[config.mk]
export PLATFORM = sky130hd
export DESIGN_NAME = dbg_rx_mailbox
export DESIGN_NICKNAME = d
export VERILOG_FILES = /design/src/rtl/dbg_rxmb_pkg.sv /design/src/rtl/rxmb_rst_sync.sv /design/src/rtl/rxmb_data_reg.sv /design/src/rtl/rxmb_flag_ctl.sv /design/src/rtl/rxmb_csr_pack.sv /design/src/rtl/dbg_rx_mailbox.sv
export SDC_FILE = /design/constraint.sdc
export NUM_CORES = 1
export LEC_CHECK = 0
export BUFFER_PORTS_ARGS = -buffer_cell sky130_fd_sc_hd__buf_2
export CORE_MARGIN = 1
export CORE_UTILIZATION = 40
export DETAILED_ROUTE_END_ITERATION = 8
export PLACE_DENSITY = 0.93
export SYNTH_ARGS = -nofsm -noshare
export SYNTH_HDL_FRONTEND = slang
export SYNTH_HIERARCHICAL = 1
export SYNTH_SLANG_ARGS = --single-unit
export TNS_END_PERCENT = 30
[constraint.sdc]
create_clock -name clk -period 1.68 [get_ports clk]
set_input_delay 0.336 -clock clk [delete_from_list [all_inputs] [get_ports clk]]
set_output_delay 0.336 -clock clk [all_outputs]
set_load 0.02 [all_outputs]
[src/rtl/dbg_rxmb_pkg.sv]
package dbg_rxmb_pkg;
  localparam int CSR_W   = 32;
  localparam int RDY_BIT = 31;
  localparam int OVF_BIT = 30;
  localparam int DL_BIT  = 29;

  typedef struct packed {
    logic rdy;
    logic ovf;
    logic dl;
  } rxmb_flags_t;
endpackage

[src/rtl/rxmb_rst_sync.sv]
module rxmb_rst_sync #(
  parameter int STAGES = 2
) (
  input  logic clk,
  input  logic rst_n,
  output logic rst_sync_n
);
  localparam int LAST = STAGES - 1;

  logic [STAGES-1:0] sync_q;
  logic [STAGES-1:0] sync_d;

  always_comb begin
    sync_d = {sync_q[STAGES-2:0], 1'b1};
  end

  always_ff @(posedge clk or negedge rst_n) begin
    if (!rst_n) begin
      sync_q <= '0;
    end else begin
      sync_q <= sync_d;
    end
  end

  assign rst_sync_n = sync_q[LAST];
endmodule

[src/rtl/rxmb_data_reg.sv]
module rxmb_data_reg #(
  parameter int W = 32
) (
  input  logic         clk,
  input  logic         rst_n,
  input  logic         load_en,
  input  logic [W-1:0] load_d,
  output logic [W-1:0] data_q
);
  logic [W-1:0] data_d;

  always_comb begin
    data_d = load_d;
  end

  always_ff @(posedge clk or negedge rst_n) begin
    if (!rst_n) begin
      data_q <= '0;
    end else if (load_en) begin
      data_q <= data_d;
    end
  end
endmodule

[src/rtl/rxmb_flag_ctl.sv]
module rxmb_flag_ctl
  import dbg_rxmb_pkg::*;
(
  input  logic        clk,
  input  logic        rst_n,
  input  logic        wr_ok,
  input  logic        wr_dl,
  input  logic        rd,
  input  logic        dclr,
  input  logic        ovf_clr,
  output rxmb_flags_t flags_q
);
  rxmb_flags_t flags_d;
  logic        flag_en;
  logic        ovf_set;

  always_comb begin
    flags_d = flags_q;
    ovf_set = wr_ok & flags_q.rdy & ~rd;
    flag_en = wr_ok | rd | dclr | ovf_clr;

    if (wr_ok) begin
      flags_d.rdy = 1'b1;
    end else if (rd) begin
      flags_d.rdy = 1'b0;
    end

    if (wr_ok && wr_dl) begin
      flags_d.dl = 1'b1;
    end else if (dclr) begin
      flags_d.dl = 1'b0;
    end

    if (ovf_set) begin
      flags_d.ovf = 1'b1;
    end else if (ovf_clr) begin
      flags_d.ovf = 1'b0;
    end
  end

  always_ff @(posedge clk or negedge rst_n) begin
    if (!rst_n) begin
      flags_q <= '0;
    end else if (flag_en) begin
      flags_q <= flags_d;
    end
  end
endmodule

[src/rtl/rxmb_csr_pack.sv]
module rxmb_csr_pack
  import dbg_rxmb_pkg::*;
(
  input  rxmb_flags_t      flags,
  output logic [CSR_W-1:0] csr
);
  always_comb begin
    csr          = '0;
    csr[RDY_BIT] = flags.rdy;
    csr[OVF_BIT] = flags.ovf;
    csr[DL_BIT]  = flags.dl;
  end
endmodule

[src/rtl/dbg_rx_mailbox.sv]
module dbg_rx_mailbox
  import dbg_rxmb_pkg::*;
#(
  parameter int DATA_W = 32
) (
  input  logic              clk,
  input  logic              rst_n,
  input  logic              dbg_wr_i,
  input  logic              dbg_valid_i,
  input  logic              dbg_dload_i,
  input  logic [DATA_W-1:0] dbg_wdata_i,
  input  logic              dbg_dclr_i,
  output logic              dbg_ready_o,
  input  logic              hdl_rd_i,
  output logic [DATA_W-1:0] hdl_rdata_o,
  input  logic              hdl_csr_wr_i,
  input  logic [CSR_W-1:0]  hdl_csr_wdata_i,
  output logic [CSR_W-1:0]  hdl_csr_o
);
  logic        rst_sync_n;
  logic        wr_ok;
  logic        ovf_clr;
  rxmb_flags_t flags;

  assign wr_ok   = dbg_wr_i & dbg_valid_i;
  assign ovf_clr = hdl_csr_wr_i & hdl_csr_wdata_i[OVF_BIT];

  rxmb_rst_sync #(.STAGES(2)) u_rst_sync (
    .clk        (clk),
    .rst_n      (rst_n),
    .rst_sync_n (rst_sync_n)
  );

  rxmb_data_reg #(.W(DATA_W)) u_data (
    .clk     (clk),
    .rst_n   (rst_n),
    .load_en (wr_ok & rst_sync_n),
    .load_d  (dbg_wdata_i),
    .data_q  (hdl_rdata_o)
  );

  rxmb_flag_ctl u_flags (
    .clk     (clk),
    .rst_n   (rst_n),
    .wr_ok   (wr_ok & rst_sync_n),
    .wr_dl   (dbg_dload_i),
    .rd      (hdl_rd_i & rst_sync_n),
    .dclr    (dbg_dclr_i & rst_sync_n),
    .ovf_clr (ovf_clr & rst_sync_n),
    .flags_q (flags)
  );

  rxmb_csr_pack u_csr (
    .flags (flags),
    .csr   (hdl_csr_o)
  );

  assign dbg_ready_o = flags.rdy;
endmodule

# == After elaboration in Yosys (flattened, before gate mapping) ==
# Cells that the tools add are included.
# totals
register_bits,37
in_bits,72
output_inout_bits,65
# classes
n_mux,6
bitwise_logic,12
n_reduce_logical,7
# op_table
cell,count
$and 1x1->1,8
$mux 1,6
$reduce_and 2->1,3
$reduce_bool 2->1,3
$or 1x1->1,3
$logic_and 1x1->1,1
$not 1->1,1

# == Depth between registers and ports, before layout ==
# Gate-level depths: netlist of the first run.
# logic_depth
depth_word,6
depth_mapped,4
ltp_nobuf,3

# == Hierarchy ==
# The synthesis of the first run kept the hierarchy.
# modules_own_cells
module,n_inst,cells_per_inst,area_each_um2
rxmb_data_reg,1,68,1345.0
rxmb_csr_pack,1,33,244.0
rxmb_flag_ctl,1,10,113.9
rxmb_rst_sync,1,3,53.8
dbg_rx_mailbox,1,4,27.5

# == Worst setup path after synthesis of the first run ==
# No wires, ideal clock.
# synth_timing
path_kind,reg2reg
from,register u_rst_sync.sync_q[1]
to,register u_data.data_q[0]
setup_ns,0.125
arrival_time_ns,1.144
setup_slack_ns,0.411
stages_incl_launch_ff,5
path_buffers,2
period_less_slack_ns,1.269
path_cell_list,dfrtp_1 -> and3_1 -> buf_6 -> buf_12 -> mux2_4
# synth_between
elab_chain_cells,1
# synth_rtl
element,line_no,rtl
"start, declared",rxmb_rst_sync.sv:10,logic [STAGES-1:0] sync_q;
"start signal, assigned",rxmb_rst_sync.sv:21,sync_q <= sync_d;
$and 1x1->1,dbg_rx_mailbox.sv:37,".load_en (wr_ok & rst_sync_n),"
"end signal, assigned",rxmb_data_reg.sv:20,data_q <= data_d;
"end, declared",rxmb_data_reg.sv:8,output logic [W-1:0] data_q
# No other way between the ends.
# A chain may end at the register's enable or synchronous reset.

# == Worst setup path after layout of the first run ==
# layout_timing
from,register u_rst_sync.sync_q[1]
to,register u_data.data_q[31]
# The elaborated chain is that of the path after synthesis.

==> flow_metrics.tcl, run 1 <==
set metrics [dict create \
    status "complete, no violations" \
    design_power_total_uw 2662 \
    grt_max_degree 36 \
    antenna_found_initial 0 \
    fp.dieArea_sq_um 4731 \
    synth_cells 118 \
    place_congestion 0.6013 \
    power_frac_comb_pct 28.7 \
    cts.sinks 37 \
    grt_pass1_wl_mm 4.271 \
    cp.required_ns 1.85 \
    rsz0062_at_grt "no" \
    dp_slack_ns 0.3087 \
    overflow 0 \
    max_cap_violations 0 \
    yosysTopAreaCellShare_pct 51.89 \
    p_sw_share_pct 30.84 \
    final_nets 268 \
    drt-wirelength-per-cell_um 12.43 \
    p_leak_uw 0.001175 \
    grt_pass1_vias 930 \
    seqPwrFrac_pct 42.6 \
    grtUsageTotal_pct 13.11 \
    period_minus_slack_ns 1.328 \
    power_density_nw_per_um2 1217 \
    diodes 0 \
    area_growth_pct 22.58 \
    worstHoldPathType "input pin to flip-flop" \
    clkPwrFrac_pct 28.8 \
    vdd_drop_max_mv 0.3768 \
    cp-end-kind "flip-flop" \
    multi_input_area_sq_um 641.9 \
    cts_buffers 5 \
    drtIter0Drc 18 \
    crit_chain "and3_2, buf_12, mux2_2" \
    yosysWarningCount 6 \
    hold_viol 0 \
    fillCellCount 360 \
    drive_gt1_share_pct 61.93 \
    ys_types 14 \
    synth.most_common_cell "dfrtp_1" \
    grtUsageMet1_pct 15.69 \
    critical_path.top_delay_family "flip-flops" \
    cp-start-kind "flip-flop" \
    ctsResizeCount 0 \
    insertion_delay_ns 0.29 \
    critPathMaxFanout 35 \
    die_h_um 68.79 \
    cts_max_path_buffers 2 \
    cpMaxStageDelayCell "dfrtp_1" \
    path_clk_slew_ns 0.07 \
    clock_skew_ns 0.001981 \
    num_vias 1031 \
    synth_seq_area_share_pct 51.89 \
    dp_hpwl_mm 2.220 \
    route.detailed.drc 0 \
    synth_top_area_cell "dfrtp_1" \
    arrival_ns 1.50 \
    reg2reg_slack_ns 0.35 \
    final.setup.worst_slack_ns 0.3517 \
    ys.flop_type "dfrtp_1" \
    synth_edf_count 0 \
    cp_slowest_stage_delay_ns 0.37 \
    timing.final.crit_share_pct 79.06 \
    coreArea_sq_um 4144 \
    ioPinCount 137 \
    grt-busiest-layer "met2" \
    postCtsSetupRepairBufs 0 \
    worst-path-buf-inv 1 \
    viasPerCell 4.174 \
    async_flop_share_pct 100.0 \
    initial_core_util_pct 43.06 \
    p_sw_uw 820.9 \
    finalMaxSlewViolations 0 \
    cts_hold_buffers 1 \
    path_class "flip-flop to flip-flop" \
    ant_nets 0 \
    drt-pass1-iter-count 3 \
    synth_area_sq_um 1784 \
    final-seq-area_sq_um 925.9 \
    synth_area_leaders "dfrtp_1, mux2_4, buf_4" \
    setup_tns_ns 0 \
    die_w_um 68.79 \
    synth.ff_latch_count 37 \
    cts_htree_levels 2 \
    use_met3_pct 3.454 \
    drt-total-wl_mm 3.070 \
    core.rowCount 23 \
    fmax_mhz 752.9 \
    internal_power_uw 1841 \
    port-buffer-count 76 \
    setup_violations 0 \
    cts_root_buf "clkbuf_8" \
    grt_use_met2_pct 20.83 \
    syn_area_per_cell_sq_um 15.12 \
    tritoncts "yes" \
    synth_commonest_cells "dfrtp_1, buf_4, mux2_4, buf_12, inv_1" \
]
state kept, by name, summed over array words and instances, names as in the netlist:
| signal | flops |
|---|---|
| u_data/data_q | 32 |
| u_flags/flags_q | 3 |
| u_rst_sync/sync_q | 2 |
per-layer routing:
metal  up-vias  part of all wire, %
met2        56                   49
met1       490                   42
li1        481                    -
met4         0                  1.1
met3         4                  8.3
met5         -                    0
final timing paths:
check | to | depth (start not counted) | start
max reg2reg | u_data/data_q[31] | 3 | u_rst_sync/sync_q[1]
max | u_data/data_q[31] | 3 | u_rst_sync/sync_q[1]
min in group asynchronous | u_data/data_q[24] | 2 | rst_n
max in group asynchronous | u_data/data_q[4] | 3 | rst_n
min | u_flags/flags_q[0] | 3 | dbg_dload_i
min reg2reg | u_rst_sync/sync_q[1] | 0 | u_rst_sync/sync_q[0]
final cells by class:
type / count / area share [%]
clock inverters: 3 / 2.117
clock buffers: 5 / 3.146
flip-flops and latches: 37 / 42.33
inverters: 3 / 0.5149
well taps: 50 / 2.860
multi-input cells: 70 / 29.35
repair buffers: 79 / 19.68
power groups by stage:
stage,sequential (uW),combinational (uW),clock (uW)
5_1_grt,1150,822,834
6_report,1130,763,766
4_1_cts,1140,770,798
3_3_place_gp,1140,750,0
2_1_floorplan,1330,387,0
3_5_place_dp,1150,766,0
metrics by stage:
stage,hold slack (ns),utilization (%),std cells,instance area (sq um)
after global placement,0.3013,49.76,238,2062
final,0.2719,52.78,247,2187
after CTS,0.2618,52.78,247,2187
after detailed placement,0.3029,49.76,238,2062
after global routing,0.2621,52.78,247,2187
after floorplan,0.04041,-,146,1889
cell families (layout without fill, tap and decap cells):
kind of cell           after synthesis  in the layout  share of synthesized area, %
AND/OR/NAND/NOR                      5              5                         1.753
buffers and inverters               39             90                         18.09
multiplexers                        32             32                         26.51
other                                2             30                        0.4209
AO/OA/AOI/OAI                        3              3                         1.332
flip-flops                          37             37                         51.89
worst reg2reg max path, delay by kind of cell (launching register included):
family / cells / cell delay [ns]
and+or+nand+nor: 1 / 0.21
muxes: 1 / 0.38
DFF: 1 / 0.37
buffers and inverters: 1 / 0.26
cells in the final DEF, fill, tap and decap left out, types with 2 or more instances in the layout:
cell	instances
buf_12	2
mux2_4	30
conb_1	30
and2_2	2
inv_1	3
clkbuf_8	5
buf_2	76
mux2_2	2
dfrtp_1	37
Power figures use the tool's default switching activity.
==> run 2, diff against run 1 <==
--- a/config.mk
+++ b/config.mk
@@ -5,11 +5,12 @@
 export SDC_FILE = /design/constraint.sdc
 export NUM_CORES = 1
 export LEC_CHECK = 0
+export ABC_AREA = 1
 export BUFFER_PORTS_ARGS = -buffer_cell sky130_fd_sc_hd__buf_2
 export CORE_MARGIN = 1
-export CORE_UTILIZATION = 40
+export CORE_UTILIZATION = 39
 export DETAILED_ROUTE_END_ITERATION = 8
-export PLACE_DENSITY = 0.93
+export PLACE_DENSITY = 0.91
 export SYNTH_ARGS = -nofsm -noshare
 export SYNTH_HDL_FRONTEND = slang
 export SYNTH_HIERARCHICAL = 1
==> constraint.sdc (replaced) <==
create_clock -name clk -period 1.25 [get_ports clk]
set_input_delay 0.25 -clock clk [delete_from_list [all_inputs] [get_ports clk]]
set_output_delay 0.25 -clock clk [all_outputs]
set_load 0.02 [all_outputs]
==> flow_metrics.tcl, run 2 <==
set metrics [dict create \
    drive_gt1_share_pct 35.66 \
    place_congestion 0.6260 \
    period_minus_slack_ns 1.144 \
    largest_reg_flops 32 \
    cpMaxStageDelayCell "dfrtp_1" \
    synth_seq_area_share_pct 53.01 \
    critPathMaxFanout 32 \
    drt-pass1-iter-count 5 \
    timing.final.crit_share_pct 91.55 \
    synth_area_sq_um 1747 \
    synth.most_common_cell "nand2_1" \
    final_common_cell "nand2_1" \
    cts_max_path_buffers 2 \
    async_flop_share_pct 100.0 \
    fillCellCount 404 \
    cp.depth 6 \
    syn_area_per_cell_sq_um 8.957 \
    clock_skew_ns 0.002887 \
    setup_violations 0 \
    drtIter0Drc 26 \
    overflow 0 \
    postCtsSetupRepairBufs 0 \
    vdd_drop_max_mv 0.6902 \
    diodes 0 \
    dp_slack_ns 0.09999 \
    final.setup.worst_slack_ns 0.1056 \
    cp_slowest_stage_delay_ns 0.36 \
    power_density_nw_per_um2 1449 \
    cts_hold_buffers 1 \
    grt_pass1_vias 1108 \
    drt-total-wl_mm 3.041 \
    design_power_total_uw 3043 \
    ys.flop_type "dfrtp_1" \
    yosysTopAreaCellShare_pct 53.01 \
    hp-start "dbg_wdata_i[28]" \
    fp.dieArea_sq_um 4750 \
    max_cap_violations 0 \
    fmax_mhz 873.8 \
    cts.sinks 37 \
    setup_tns_ns 0 \
    crit_chain "inv_1, nor2_2, buf_12, inv_8, nand2_2, nand2_1" \
    area_growth_pct 20.20 \
    cp-startpoint "u_rst_sync/sync_q[1]" \
    rsz0062_at_grt "no" \
    synth_area_leaders "dfrtp_1, nand2_1, buf_4" \
    viasPerCell 4.034 \
    port-buffer-count 76 \
    p_leak_uw 0.001283 \
    num_vias 1299 \
    ctsResizeCount 0 \
    arrival_ns 1.31 \
    critical_path.top_delay_family "flip-flops" \
    ys_types 13 \
    grt_pass1_wl_mm 4.595 \
    path_class "flip-flop to flip-flop" \
    antenna_found_initial 0 \
    cts_buffers 5 \
    final_nets 343 \
    synth_cells 195 \
    grtUsageTotal_pct 13.37 \
    cts_htree_levels 2 \
    die_h_um 68.92 \
    dp_hpwl_mm 2.317 \
    endpoint "u_data/data_q[4]" \
    cts_root_buf "clkbuf_8" \
    route.detailed.drc 0 \
    ant_nets 0 \
    yosysWarningCount 6 \
    insertion_delay_ns 0.28 \
    top_register "u_data/data_q" \
    fin_util_pct 50.66 \
    grt_max_degree 33 \
    drt-wirelength-per-cell_um 9.444 \
    r2r_start "u_rst_sync/sync_q[1]" \
    initial_core_util_pct 42.15 \
    synth.ff_latch_count 37 \
    worstReg2RegEnd "u_data/data_q[4]" \
    rr_worst_depth 6 \
    cp.required_ns 1.41 \
    worst-path-buf-inv 3 \
    reg2reg_slack_ns 0.11 \
    tritoncts "yes" \
    synth_edf_count 0 \
    core.rowCount 23 \
    synth_top_area_cell "dfrtp_1" \
    die_w_um 68.92 \
    hold_viol 0 \
    cp-start-kind "flip-flop" \
    status "complete, no violations" \
    ioPinCount 137 \
    reg.largest.list "u_data/data_q: 32 flops, u_flags/flags_q: 3 flops, u_rst_sync/sync_q: 2 flops" \
    cp-end-kind "flip-flop" \
    layout_common_cells "nand2_1, buf_2, dfrtp_1" \
    synth_commonest_cells "nand2_1, dfrtp_1, buf_4, nand2_2, inv_1" \
    coreArea_sq_um 4144 \
    finalMaxSlewViolations 0 \
    path_clk_slew_ns 0.07 \
    worstHoldPathType "input pin to flip-flop" \
]
run 2: cell count changes in the layout (fill, tap and decap cells not counted), moves of 3 or more:
cell	before	now
inv_1	3	7
clkbuf_1	0	3
nand2_1	1	95
mux2_4	30	0
nand2_2	0	10
run 2: layout make-up:
cell class	instances	area, sq um	area share, %
repair buffers	80	437.9	20.86
flip-flops and latches	37	925.9	44.10
multi-input cells	139	555.5	26.46
well taps	50	62.56	2.980
clock buffers	8	80.08	3.814
inverters	8	37.54	1.788
run 2: metrics by stage:
step                cell area [sq um]  instances  hold WS (ns)
floorplan                        1852        223      -0.04559
global placement                 2009        313        0.1906
detailed placement               2009        313        0.2082
CTS                              2100        322        0.1537
global route                     2100        322        0.1611
finish                           2100        322        0.1691
run 2: metal layers:
layer,up-vias,global-route usage [%],routed length [um]
met4,0,6.888,12
met1,572,15.39,1372
li1,662,-,-
met5,-,0,0
met2,63,21.97,1420
met3,2,4.441,235
run 2: tightest hold or removal path: stages:
cell and delay (ns):
buf_2 0.07, nand2_1 0.04, nand2_1 0.05
run 2: how the worst min path moves through the flow:
stage	end	slack [ns]	cells after the start
after floorplan	u_data/data_q[0]	-0.05	0
after global placement	u_data/data_q[6]	0.19	1
after detailed placement	u_data/data_q[6]	0.21	1
after CTS	u_data/data_q[22]	0.15	3
after global routing	u_data/data_q[22]	0.16	3
final	u_data/data_q[28]	0.17	3
run 2: power by group:
group / total (uW) / leakage, uW / switching, uW / internal (uW)
sequential: 1480 / 0.000461 / 99.0 / 1380
clock: 760 / 0.0000395 / 365 / 395
combinational: 805 / 0.000783 / 539 / 266
run 2: cell families after synthesis:
kind of cell / count (synthesis) / share of synthesized area, %
other cells: 2 / 0.4300
flops: 37 / 53.01
compound gates: 1 / 0.5015
simple gates: 108 / 24.71
buf+inv: 47 / 21.35
